[src/rtl/esg_pkg.sv]
package esg_pkg;

  typedef enum logic [1:0] {
    OP_IDLE = 2'd0,
    OP_PROG = 2'd1,
    OP_SECT = 2'd2,
    OP_CHIP = 2'd3
  } opKind_e;

  // Strobes from control to the status datapath
  typedef struct packed {
    logic loadDq7;
    logic loadVal;
    logic clrDq7;
    logic togDq7;
    logic togDq6;
    logic togDq2;
    logic setDq3;
    logic clrDq3;
  } statCtl_t;

endpackage

[src/rtl/esg_ctrl.sv]
module esg_ctrl
  import esg_pkg::*;
#(
  parameter int CYC_PER_US = 1,
  parameter int WINDOW_US  = 50,
  parameter int PROG_US    = 8,
  parameter int SECTOR_EXP = 9,
  parameter int CHIP_EXP   = 12,
  parameter int QUEUE_W    = 8,
  parameter int TIMER_W    = 40
) (
  input  logic     clk,
  input  logic     rst,
  input  logic     progStart,
  input  logic     progDataMsb,
  input  logic     sectStart,
  input  logic     chipStart,
  input  logic     suspendReq,
  input  logic     resumeReq,
  input  logic     statusRead,
  input  logic     readHitsErasing,
  output statCtl_t ctl,
  output logic     opDone,
  output logic     busy,
  output logic     held
);

  localparam logic [TIMER_W-1:0] ONE       = TIMER_W'(1);
  localparam logic [TIMER_W-1:0] WIN_CYC   = TIMER_W'(64'(WINDOW_US) * 64'(CYC_PER_US));
  localparam logic [TIMER_W-1:0] PROG_CYC  = TIMER_W'(64'(PROG_US) * 64'(CYC_PER_US));
  localparam logic [TIMER_W-1:0] SECT_UNIT = TIMER_W'((64'd1 << SECTOR_EXP) * 64'(CYC_PER_US));
  localparam logic [TIMER_W-1:0] CHIP_CYC  = TIMER_W'((64'd1 << CHIP_EXP) * 64'd1000 * 64'(CYC_PER_US));
  localparam logic [QUEUE_W-1:0] QUEUE_MAX = '1;

  opKind_e            op, opNext;
  logic [TIMER_W-1:0] timer, timerNext;
  logic [TIMER_W-1:0] saved, savedNext;
  logic [QUEUE_W-1:0] queue, queueNext;
  logic               erasing, erasingNext;
  logic               doneNext;
  logic [TIMER_W-1:0] eraseTime;
  logic               idleFree, takeSusp, takeRes, takeSect, takeChip, takeProg, expire;

  assign busy = (op != OP_IDLE);
  assign held = (saved != '0);

  always_comb begin
    opNext      = op;
    timerNext   = timer;
    savedNext   = saved;
    queueNext   = queue;
    erasingNext = erasing;
    doneNext    = 1'b0;
    ctl         = '0;

    eraseTime = SECT_UNIT * TIMER_W'(queue);
    idleFree  = (op == OP_IDLE) && !held;
    takeSusp  = suspendReq && (op == OP_SECT);
    takeRes   = resumeReq && (op == OP_IDLE) && held;
    takeSect  = sectStart && (idleFree || ((op == OP_SECT) && !erasing));
    takeChip  = chipStart && idleFree;
    takeProg  = progStart && (op == OP_IDLE);
    expire    = busy && (timer == ONE);

    if (takeSusp) begin
      savedNext   = erasing ? ((timer > ONE) ? timer : ONE) : eraseTime;
      timerNext   = '0;
      erasingNext = 1'b0;
      opNext      = OP_IDLE;
      ctl.clrDq3  = 1'b1;
    end else if (takeRes) begin
      timerNext   = saved;
      savedNext   = '0;
      erasingNext = 1'b1;
      opNext      = OP_SECT;
      ctl.clrDq7  = 1'b1;
      ctl.setDq3  = 1'b1;
    end else if (takeSect) begin
      queueNext  = (queue == QUEUE_MAX) ? queue : queue + 1'b1;
      timerNext  = WIN_CYC;
      opNext     = OP_SECT;
      ctl.clrDq7 = 1'b1;
    end else if (takeChip) begin
      timerNext  = CHIP_CYC;
      opNext     = OP_CHIP;
      ctl.clrDq7 = 1'b1;
    end else if (takeProg) begin
      timerNext   = PROG_CYC;
      opNext      = OP_PROG;
      ctl.loadDq7 = 1'b1;
      ctl.loadVal = ~progDataMsb;
    end else if (expire) begin
      if ((op == OP_SECT) && !erasing) begin
        erasingNext = 1'b1;
        timerNext   = eraseTime;
        ctl.setDq3  = 1'b1;
      end else begin
        timerNext  = '0;
        opNext     = OP_IDLE;
        doneNext   = 1'b1;
        ctl.togDq7 = 1'b1;
        if (op == OP_SECT) begin
          queueNext   = '0;
          erasingNext = 1'b0;
          ctl.clrDq3  = 1'b1;
        end
      end
    end else if (busy) begin
      timerNext = timer - ONE;
    end

    if (statusRead) begin
      unique case (op)
        OP_PROG: ctl.togDq6 = 1'b1;
        OP_SECT, OP_CHIP: begin
          ctl.togDq6 = 1'b1;
          ctl.togDq2 = 1'b1;
        end
        default: ctl.togDq2 = held && readHitsErasing;
      endcase
    end
  end

  always_ff @(posedge clk) begin
    if (rst) begin
      op      <= OP_IDLE;
      timer   <= '0;
      saved   <= '0;
      queue   <= '0;
      erasing <= 1'b0;
      opDone  <= 1'b0;
    end else begin
      op      <= opNext;
      timer   <= timerNext;
      saved   <= savedNext;
      queue   <= queueNext;
      erasing <= erasingNext;
      opDone  <= doneNext;
    end
  end

endmodule

[src/rtl/esg_status.sv]
module esg_status
  import esg_pkg::*;
(
  input  logic       clk,
  input  logic       rst,
  input  statCtl_t   ctl,
  output logic [7:0] statusByte
);

  logic dq7, dq6, dq3, dq2;

  always_ff @(posedge clk) begin
    if (rst) begin
      dq7 <= 1'b0;
      dq6 <= 1'b0;
      dq3 <= 1'b0;
      dq2 <= 1'b0;
    end else begin
      if (ctl.loadDq7)     dq7 <= ctl.loadVal;
      else if (ctl.clrDq7) dq7 <= 1'b0;
      else if (ctl.togDq7) dq7 <= ~dq7;
      if (ctl.togDq6) dq6 <= ~dq6;
      if (ctl.setDq3)      dq3 <= 1'b1;
      else if (ctl.clrDq3) dq3 <= 1'b0;
      if (ctl.togDq2) dq2 <= ~dq2;
    end
  end

  assign statusByte = {dq7, dq6, 2'b00, dq3, dq2, 2'b00};

endmodule

[src/rtl/erase_status_engine.sv]
module erase_status_engine
  import esg_pkg::*;
#(
  parameter int CYC_PER_US = 1,
  parameter int WINDOW_US  = 50,
  parameter int PROG_US    = 8,
  parameter int SECTOR_EXP = 9,
  parameter int CHIP_EXP   = 12,
  parameter int QUEUE_W    = 8,
  parameter int TIMER_W    = 40
) (
  input  logic       clk,
  input  logic       rst,
  input  logic       progStart,
  input  logic       progDataMsb,
  input  logic       sectStart,
  input  logic       chipStart,
  input  logic       suspendReq,
  input  logic       resumeReq,
  input  logic       statusRead,
  input  logic       readHitsErasing,
  output logic [7:0] statusByte,
  output logic       opDone
);

  statCtl_t ctlBus;
  logic     ctlBusy;
  logic     ctlHeld;

  esg_ctrl #(
    .CYC_PER_US(CYC_PER_US), .WINDOW_US(WINDOW_US), .PROG_US(PROG_US),
    .SECTOR_EXP(SECTOR_EXP), .CHIP_EXP(CHIP_EXP), .QUEUE_W(QUEUE_W), .TIMER_W(TIMER_W)
  ) u_ctrl (
    .clk(clk), .rst(rst),
    .progStart(progStart), .progDataMsb(progDataMsb),
    .sectStart(sectStart), .chipStart(chipStart),
    .suspendReq(suspendReq), .resumeReq(resumeReq),
    .statusRead(statusRead), .readHitsErasing(readHitsErasing),
    .ctl(ctlBus), .opDone(opDone), .busy(ctlBusy), .held(ctlHeld)
  );

  esg_status u_status (
    .clk(clk), .rst(rst), .ctl(ctlBus), .statusByte(statusByte)
  );

endmodule

[config.mk]
export PLATFORM = sky130hd
export DESIGN_NAME = erase_status_engine
export DESIGN_NICKNAME = d
export VERILOG_FILES = /design/src/rtl/esg_pkg.sv /design/src/rtl/esg_ctrl.sv /design/src/rtl/esg_status.sv /design/src/rtl/erase_status_engine.sv
export SDC_FILE = /design/constraint.sdc
export NUM_CORES = 1
export LEC_CHECK = 0
export ABC_AREA = 1
export BUFFER_PORTS_ARGS = -buffer_cell sky130_fd_sc_hd__buf_2
export CORE_ASPECT_RATIO = 1.2
export CORE_MARGIN = 4
export CORE_UTILIZATION = 51
export DETAILED_ROUTE_END_ITERATION = 8
export PLACE_DENSITY = 0.77
export SYNTH_ARGS = -nofsm -noshare
export SYNTH_HDL_FRONTEND = slang
export SYNTH_SLANG_ARGS = --single-unit
[constraint.sdc]
create_clock -name clk -period 3.5 [get_ports clk]
set_input_delay 0.7 -clock clk [delete_from_list [all_inputs] [get_ports clk]]
set_output_delay 0.7 -clock clk [all_outputs]
set_load 0.01 [all_outputs]
==> Word level (Yosys, flattened, before mapping) <==
Index checks and enable logic that the tools add are counted.
{ "totals": {"reg_bits": 96, "in_bits": 10, "out_inout_bits": 9} }
{ "classes": {"add_sub_neg": 2, "magnitude_cmp": 1, "n_eq_ne": 14, "muxes": 64, "bitwise": 6, "reduce_logical": 34} }
{ "op_table": {"columns": ["operator", "n"], "rows": [
  ["40-bit 2-to-1 mux", 10],
  ["8-bit 2-to-1 mux", 7],
  ["40-bit by 1-bit == test with 1-bit output (second input constant)", 1],
  ["40-bit by 1-bit greater-than comparator with 1-bit output (second input constant)", 1],
  ["40-bit nonzero test", 1],
  ["40-bit by 1-bit subtractor with 40-bit output (second input constant)", 1],
  ["2-bit 2-to-1 mux", 15],
  ["1-bit 2-to-1 mux", 29],
  ["17-bit 2-to-1 mux", 1],
  ["2-bit by 1-bit != test with 1-bit output (second input constant)", 6],
  ["2-bit nonzero test", 6],
  ["1-bit logical AND", 10],
  ["3-bit nonzero test", 3],
  ["8-bit by 1-bit adder with 8-bit output (second input constant)", 1],
  ["8-bit == test (second input constant)", 1],
  ["8-bit AND reduction", 1],
  ["1-bit NOT", 6],
  ["6-bit nonzero test", 1],
  ["5-bit by 1-bit != test with 1-bit output (second input constant)", 1],
  ["5-bit AND reduction", 1],
  ["5-bit nonzero test", 1],
  ["2-bit == test (second input constant)", 2],
  ["4-bit 2-to-1 mux", 1],
  ["2-bit AND reduction", 2],
  ["10 further kinds", 12]
]} }

==> Depth between registers and ports, before layout <==
Gate-level depths: netlist of the first run.
{ "logic_depth": {"depth_word": 12, "ltp_mapped": 16, "depth_no_buf": 14} }

==> By module <==
From an unflattened synthesis of the first run, not the netlist that was laid out.
{ "hier_totals": {"hier_cells": 936, "area_unflattened_um2": 5904.4} }
{ "by_module_without_submodules": {"columns": ["module", "instances", "cells_per_inst", "area_per_inst_um2"], "rows": [
  ["esg_ctrl", 1, 906, 5670.4],
  ["esg_status", 1, 30, 234.0]
]} }

==> Least setup slack after synthesis of the first run <==
No wires, ideal clock.
{ "synth_timing": {"path_kind": "input -> register", "from": "input port rst", "to": "register u_ctrl.saved[15]", "setup_ns": 0.087, "arrival_ns": 1.865, "required_ns": 3.413, "slack_ns": 1.548, "stages": 7, "path_buffers": 2, "path_cell_list": "clkbuf_1 inv_1 nand2_1 nor2_1 clkbuf_1 nand2_1 o31ai_1"} }
{ "synth_lines": {"columns": ["element", "line_no", "rtl"], "rows": [
  ["from (decl)", "erase_status_engine.sv:13", "input logic rst,"],
  ["to (signal assigned)", "esg_ctrl.sv:135", "saved <= savedNext;"],
  ["to (decl)", "esg_ctrl.sv:37", "logic [TIMER_W-1:0] saved, savedNext;"]
]} }

==> Worst setup path in the final report of the first run <==
{ "layout_timing": {"from": "register u_ctrl.saved[23]", "to": "register u_ctrl.saved[15]"} }
{ "layout_via": {"elab_chain_len": 3} }
{ "layout_lines": {"columns": ["element", "line_no", "rtl"], "rows": [
  ["40-bit nonzero test", "esg_ctrl.sv:45", "assign held = (saved != '0);"],
  ["1-bit logical AND", "esg_ctrl.sv:59", "takeRes = resumeReq && (op == OP_IDLE) && held;"],
  ["2-bit nonzero test (no line)", null, null]
]} }
Every way passes these cells.
A chain may end at the register's enable or synchronous reset.

==> results of run 1 <==
## final cells by class
| cell class | instances | area [um2] |
|---|---|---|
| fill | 1137 | 4793 |
| inverter | 85 | 319.1 |
| sequential | 96 | 1922 |
| timing repair buffer | 27 | 180.2 |
| clock inverter | 7 | 61.31 |
| multi-input combinational | 748 | 3500 |
| tap | 154 | 192.7 |
| clock buffer | 9 | 225.2 |
## Yosys cell counts (5+ instances only)
library cell	n	area [um2]
inv_1	77	289.0
dfxtp_1	96	1922
nand4_1	23	143.9
o21bai_1	5	37.54
nor2_1	194	728.2
o21ai_1	12	60.06
o21ai_0	57	285.3
buf_4	9	67.56
nor3_1	11	55.05
clkbuf_1	17	63.81
nand3_1	28	140.1
xor2_1	30	262.8
buf_2	11	55.05
inv_2	6	22.52
nand2_1	286	1074
a21oi_1	34	170.2
nor2_2	17	106.4
## logic make-up (layout without fill, tap and decap cells)
group                    after synthesis  in the layout  share of synthesized area (%)
adder cells (fa/ha/maj)                3              3                         0.6330
flip-flops                            96             96                          32.41
AO/OA/AOI/OAI                        122            122                          11.35
buffers and inverters                124            128                          8.903
XOR/XNOR                              33             33                          4.873
other                                  1              4                        0.06323
AND/OR/NAND/NOR                      586            586                          41.77
## through the flow
step           hold WS [ns]  total power [uW]  setup WS [ns]  util [%]
2_1_floorplan        0.4237              3309          1.548         -
3_3_place_gp         0.4324              3875         0.7641     54.62
3_5_place_dp         0.4340              3897         0.7769     54.62
4_1_cts              0.4464              4874         0.7685     57.18
5_1_grt              0.4769              5305         0.5587     57.18
6_report             0.4443              4915         0.7730     57.18
## power groups by stage
stage | sequential [uW] | clock (uW) | combinational [uW]
final | 1470 | 973 | 2470
after global routing | 1480 | 1030 | 2790
after CTS | 1460 | 984 | 2430
after detailed placement | 1480 | 0 | 2420
after global placement | 1480 | 0 | 2390
after floorplan | 1410 | 0 | 1900
## worst reg2reg max path: cells and delay by family, from the launching register on
| kind | cells | cell delay, ns |
|---|---|---|
| AND/OR/NAND/NOR | 7 | 1.47 |
| buffers and inverters | 2 | 0.56 |
| flip-flops | 1 | 0.37 |
| AO/OA/AOI/OAI | 2 | 0.23 |
## per-layer routing
layer  share of wire (%)  global-route usage [%]  vias up
li1                    -                       -     3031
met5                   0                       0        -
met3                 7.1                   3.429       54
met1                  41                   33.07     2783
met2                  48                   42.71      239
met4                 4.0                   13.39        0
## registers in the layout (all words and copies together) (netlist names)
| register | flops |
|---|---|
| u_ctrl.saved | 40 |
| u_ctrl.timer | 40 |
| u_ctrl.queue | 8 |
| u_ctrl.op | 2 |
| u_ctrl.erasing | 1 |
| u_ctrl.opDone | 1 |
| u_status.dq2 | 1 |
| u_status.dq3 | 1 |
| u_status.dq6 | 1 |
| u_status.dq7 | 1 |
## path summary, 6_finish.rpt
check	startpoint	to	slack, ns	depth (start not counted)
setup / recovery	u_ctrl.saved[23]	u_ctrl.saved[15]	0.77	11
hold / removal	u_status.dq6	u_status.dq6	0.44	1
setup reg to reg	u_ctrl.saved[23]	u_ctrl.saved[15]	0.77	11
hold reg to reg	u_status.dq6	u_status.dq6	0.44	1
==> results.sh, run 1 <==
export IMPL_status="finished clean"
export IMPL_slew_headroom_pct=30.61
export IMPL_post_dp_cell_area_um2=6113
export IMPL_path_delay_family="simple AND/OR/NAND/NOR gates"
export IMPL_final_hold_viol_count=0
export IMPL_required_ns=3.76
export IMPL_cts_htree_levels=3
export IMPL_seq_area_frac_synth_pct=32.41
export IMPL_grt_ovfl_total=0
export IMPL_clock_skew_ns=0.007547
export IMPL_syn_area_um2=5931
export IMPL_drtIter0Drc=541
export IMPL_finalNetCount=980
export IMPL_grt_usage_pct=25.92
export IMPL_synthCells=965
export IMPL_cpPeakStageDelay_ns=0.81
export IMPL_via_count=6107
export IMPL_post_place_cells=1110
export IMPL_end_kind="flop"
export IMPL_p_sw_share_pct=48.47
export IMPL_drc=0
export IMPL_ant_nets=0
export IMPL_p_int_uw=2533
export IMPL_cts_hold_repair_buffers=0
export IMPL_critPathArrivalTime_ns=2.99
export IMPL_cts_resized_gates=0
export IMPL_crit_fanout=22
export IMPL_synthArstFlopShare_pct=0
export IMPL_grt_max_degree=49
export IMPL_area_growth_pct=7.911
export IMPL_die_w_um=106.4
export IMPL_die_area_um2=13430
export IMPL_routed_wl_um=16860
export IMPL_grt_antenna_before_repair=0
export IMPL_post_cts_setup_buffers=0
export IMPL_most_common_layout_cells="286 x nand2_1, 193 x nor2_1, 96 x dfxtp_1"
export IMPL_irDropWorstVdd_v=0.0003639
export IMPL_synth_edff_count=0
export IMPL_vias_per_cell=5.424
export IMPL_critPathLaunchType="flop"
export IMPL_slowest_stage="nor2_2"
export IMPL_drtPass1Iterations=5
export IMPL_drive_gt1_share_pct=8.951
export IMPL_cpMostUsedCell="nand2_1"
export IMPL_port_buffers=14
export IMPL_gp_congestion=0.9612
export IMPL_synth_ff_type="dfxtp_1"
export IMPL_p_leak_uw=0.002802
export IMPL_layout_commonest_cell="nand2_1"
export IMPL_yosys_warnings=0
export IMPL_cts_made_buffers=9
export IMPL_worst_path_buf_inv=2
export IMPL_path_clk_slew_ns=0.07
export IMPL_crit_type="reg2reg"
export IMPL_maxCapViolCount=0
export IMPL_fin_crit_sh_pct=77.92
export IMPL_syn_area_per_cell_um2=6.146
export IMPL_initial_utilization_pct=52.98
export IMPL_final_cell_area_um2=6400
export IMPL_p_per_area_nw_per_um2=768.0
export IMPL_cts_tree="yes"
export IMPL_drv_slew=0
export IMPL_synth_seq_cells=96
export IMPL_clk_latency_ns=0.36
export IMPL_wl_per_cell_um=14.97
export IMPL_worstMarginPinSlew_ns=1.040
export IMPL_tns_ns=0
export IMPL_stdcell_count=1126
export IMPL_clock_sinks=96
export IMPL_p_sw_uw=2382
export IMPL_grt_setup_unrepaired="no"
export IMPL_setup_viol=0
export IMPL_final_min_clock_period_ns=2.727
export IMPL_clockPowerShare_pct=19.8
export IMPL_die_y_um=126.1
export IMPL_diodes=0
export IMPL_place_hpwl_um=12310
export IMPL_pwr_share_seq_pct=29.9
export IMPL_clock_root_buffer="clkbuf_16"
export IMPL_fp_coreArea_um2=11190
export IMPL_hold_class="reg2reg"
export IMPL_io_pins=19
export IMPL_synth_cell_types=42
export IMPL_clock_fmax_mhz=366.7
export IMPL_power_share_combinational_pct=50.3
export IMPL_crit_chain="nor2_1 > nand2_1 > nor2_1 > nand2_1 > nor2_4 > a21oi_4 > buf_4 > nor2_2 > buf_4 > nand2_1 > o31ai_1"
export IMPL_placement_rows=42
export IMPL_grt_pass1_wl_um=28110
export IMPL_clk_path_buf_depth=2
export IMPL_grt_pass1_vias=5687
Power figures use the tool's default switching activity.
==> run 2: changes to the inputs <==
Clock period 3.5 ns to 2.77 ns, I/O delays scaled along.
==> run 2 against run 1 <==
Compared with the run above: non-clock buffer count is 6 higher; largest cell class unchanged; combinational power increased by 30%; clock skew hardly changed; first-iteration DRC count increased by 4.3%.
==> results.sh, run 2 (same netlist as run 1, synthesis figures left out) <==
export IMPL_setup_ws_ns=0.2620
export IMPL_via_count=6086
export IMPL_diodes=0
export IMPL_most_common_layout_cells="286 x nand2_1, 193 x nor2_1, 96 x dfxtp_1"
export IMPL_finalNetCount=986
export IMPL_critPathLaunch="u_ctrl.saved[30]"
export IMPL_end_kind="flop"
export IMPL_clk_latency_ns=0.35
export IMPL_die_y_um=126.1
export IMPL_crit_chain="nor2_1 > nand2_1 > nor2_1 > nand2_1 > nor2_4 > a21oi_4 > nor2_2 > nor2_2 > nand2_1 > o21ai_0"
export IMPL_hold_class="reg2reg"
export IMPL_ff2ff_setup_slack_ns=0.26
export IMPL_irDropWorstVdd_v=0.0005160
export IMPL_path_delay_family="simple AND/OR/NAND/NOR gates"
export IMPL_ant_nets=0
export IMPL_wl_per_cell_um=15.31
export IMPL_setup_viol=0
export IMPL_gp_congestion=0.9814
export IMPL_fillers=1134
export IMPL_cts_made_buffers=9
export IMPL_grt_antenna_before_repair=0
export IMPL_clock_root_buffer="clkbuf_16"
export IMPL_p_leak_uw=0.002851
export IMPL_io_pins=19
export IMPL_initial_utilization_pct=52.98
export IMPL_p_sw_uw=3029
export IMPL_drv_slew=0
export IMPL_cts_hold_repair_buffers=0
export IMPL_die_area_um2=13430
export IMPL_fp_coreArea_um2=11190
export IMPL_post_cts_setup_buffers=0
export IMPL_crit_type="reg2reg"
export IMPL_clockPowerShare_pct=20.7
export IMPL_grt_usage_pct=26.46
export IMPL_post_place_ws_ns=0.3685
export IMPL_top_regs="u_ctrl.saved: 40 flops, u_ctrl.timer: 40 flops, u_ctrl.queue: 8 flops"
export IMPL_slew_headroom_pct=24.78
export IMPL_critPathLaunchType="flop"
export IMPL_cts_resized_gates=0
export IMPL_status="finished clean"
export IMPL_cpPeakStageDelay_ns=0.85
export IMPL_drive_gt1_share_pct=9.509
export IMPL_p_per_area_nw_per_um2=979.3
export IMPL_postLayoutCoreUtil_pct=58.00
export IMPL_worst_path_buf_inv=0
export IMPL_holdWs_ns=0.4579
export IMPL_cts_tree="yes"
export IMPL_die_w_um=106.4
export IMPL_reg2regPathDepth=10
export IMPL_cts_htree_levels=3
export IMPL_worst_path_stages=10
export IMPL_area_growth_pct=9.473
export IMPL_slowest_stage="nor2_2"
export IMPL_r2r_end="u_ctrl.saved[28]"
export IMPL_post_dp_cell_area_um2=6183
export IMPL_critPathArrivalTime_ns=2.78
export IMPL_crit_fanout=24
export IMPL_grt_pass1_wl_um=28490
export IMPL_final_min_clock_period_ns=2.508
export IMPL_p_int_uw=3329
export IMPL_pwr_share_seq_pct=29.0
export IMPL_routed_wl_um=17340
export IMPL_maxCapViolCount=0
export IMPL_clock_skew_ns=0.007939
export IMPL_drc=0
export IMPL_drtIter0Drc=564
export IMPL_cpMostUsedCell="nand2_1"
export IMPL_reg2reg_from="u_ctrl.saved[30]"
export IMPL_grt_pass1_vias=5712
export IMPL_path_clk_slew_ns=0.07
export IMPL_clock_fmax_mhz=398.7
export IMPL_layout_commonest_cell="nand2_1"
export IMPL_place_hpwl_um=12440
export IMPL_p_sw_share_pct=47.64
export IMPL_grt_max_degree=49
export IMPL_vias_per_cell=5.376
export IMPL_grt_setup_unrepaired="no"
export IMPL_setup_worst_path_end="u_ctrl.saved[28]"
export IMPL_fin_crit_sh_pct=90.54
export IMPL_required_ns=3.05
export IMPL_placement_rows=42
export IMPL_tns_ns=0
export IMPL_clock_sinks=96
export IMPL_grt_ovfl_total=0
export IMPL_final_cell_area_um2=6492
export IMPL_port_buffers=14
export IMPL_final_hold_viol_count=0
export IMPL_power_share_combinational_pct=50.3
export IMPL_worstMarginPinSlew_ns=1.127
export IMPL_drtPass1Iterations=5
export IMPL_clk_path_buf_depth=2
-- run 2: worst register-to-register path: cells and delay by family (launching register included) --
kind,cells,cell delay (ns)
AND/OR/NAND/NOR,8,1.52
flip-flops,1,0.35
AO/OA/AOI/OAI,2,0.56
-- run 2: power groups by stage --
stage / registers, uW / clock network (uW) / logic (uW)
6_report: 1840 / 1320 / 3200
4_1_cts: 1830 / 1330 / 3150
3_3_place_gp: 1860 / 0 / 3090
3_5_place_dp: 1860 / 0 / 3120
5_1_grt: 1870 / 1390 / 3580
2_1_floorplan: 1780 / 0 / 2400
-- run 2: final cells by class --
class,count,area (um2),share of cell area [%]
multi-input cells,748,3500,53.90
clock inverters,7,83.83,1.291
inverters,85,319.1,4.914
repair buffers,33,250.2,3.854
clock buffers,9,225.2,3.469
flip-flops and latches,96,1922,29.60
well taps,154,192.7,2.968
-- run 2: through the flow --
| stage | total power (uW) | instances |
|---|---|---|
| detailed placement | 4984 | 1116 |
| global route | 6838 | 1132 |
| floorplan | 4181 | 968 |
| global placement | 4957 | 1116 |
| finish | 6358 | 1132 |
| CTS | 6308 | 1132 |
-- run 2: per-layer routing --
layer / up-vias / global-route usage (%) / wire, um
met5: - / 0 / 0
met4: 0 / 13.77 / 717
met3: 50 / 2.712 / 945
met2: 203 / 44.87 / 8356
met1: 2784 / 33.10 / 7316
li1: 3049 / - / -
-- run 2: worst min-delay path by stage --
stage                 start  depth (start not counted)      endpoint  slack (ns)
2_1_floorplan  u_status.dq6                          1  u_status.dq6        0.42
3_3_place_gp   u_status.dq6                          1  u_status.dq6        0.44
3_5_place_dp   u_status.dq6                          1  u_status.dq6        0.45
4_1_cts        u_status.dq6                          1  u_status.dq6        0.46
5_1_grt        u_status.dq6                          1  u_status.dq6        0.49
6_report       u_status.dq6                          1  u_status.dq6        0.46
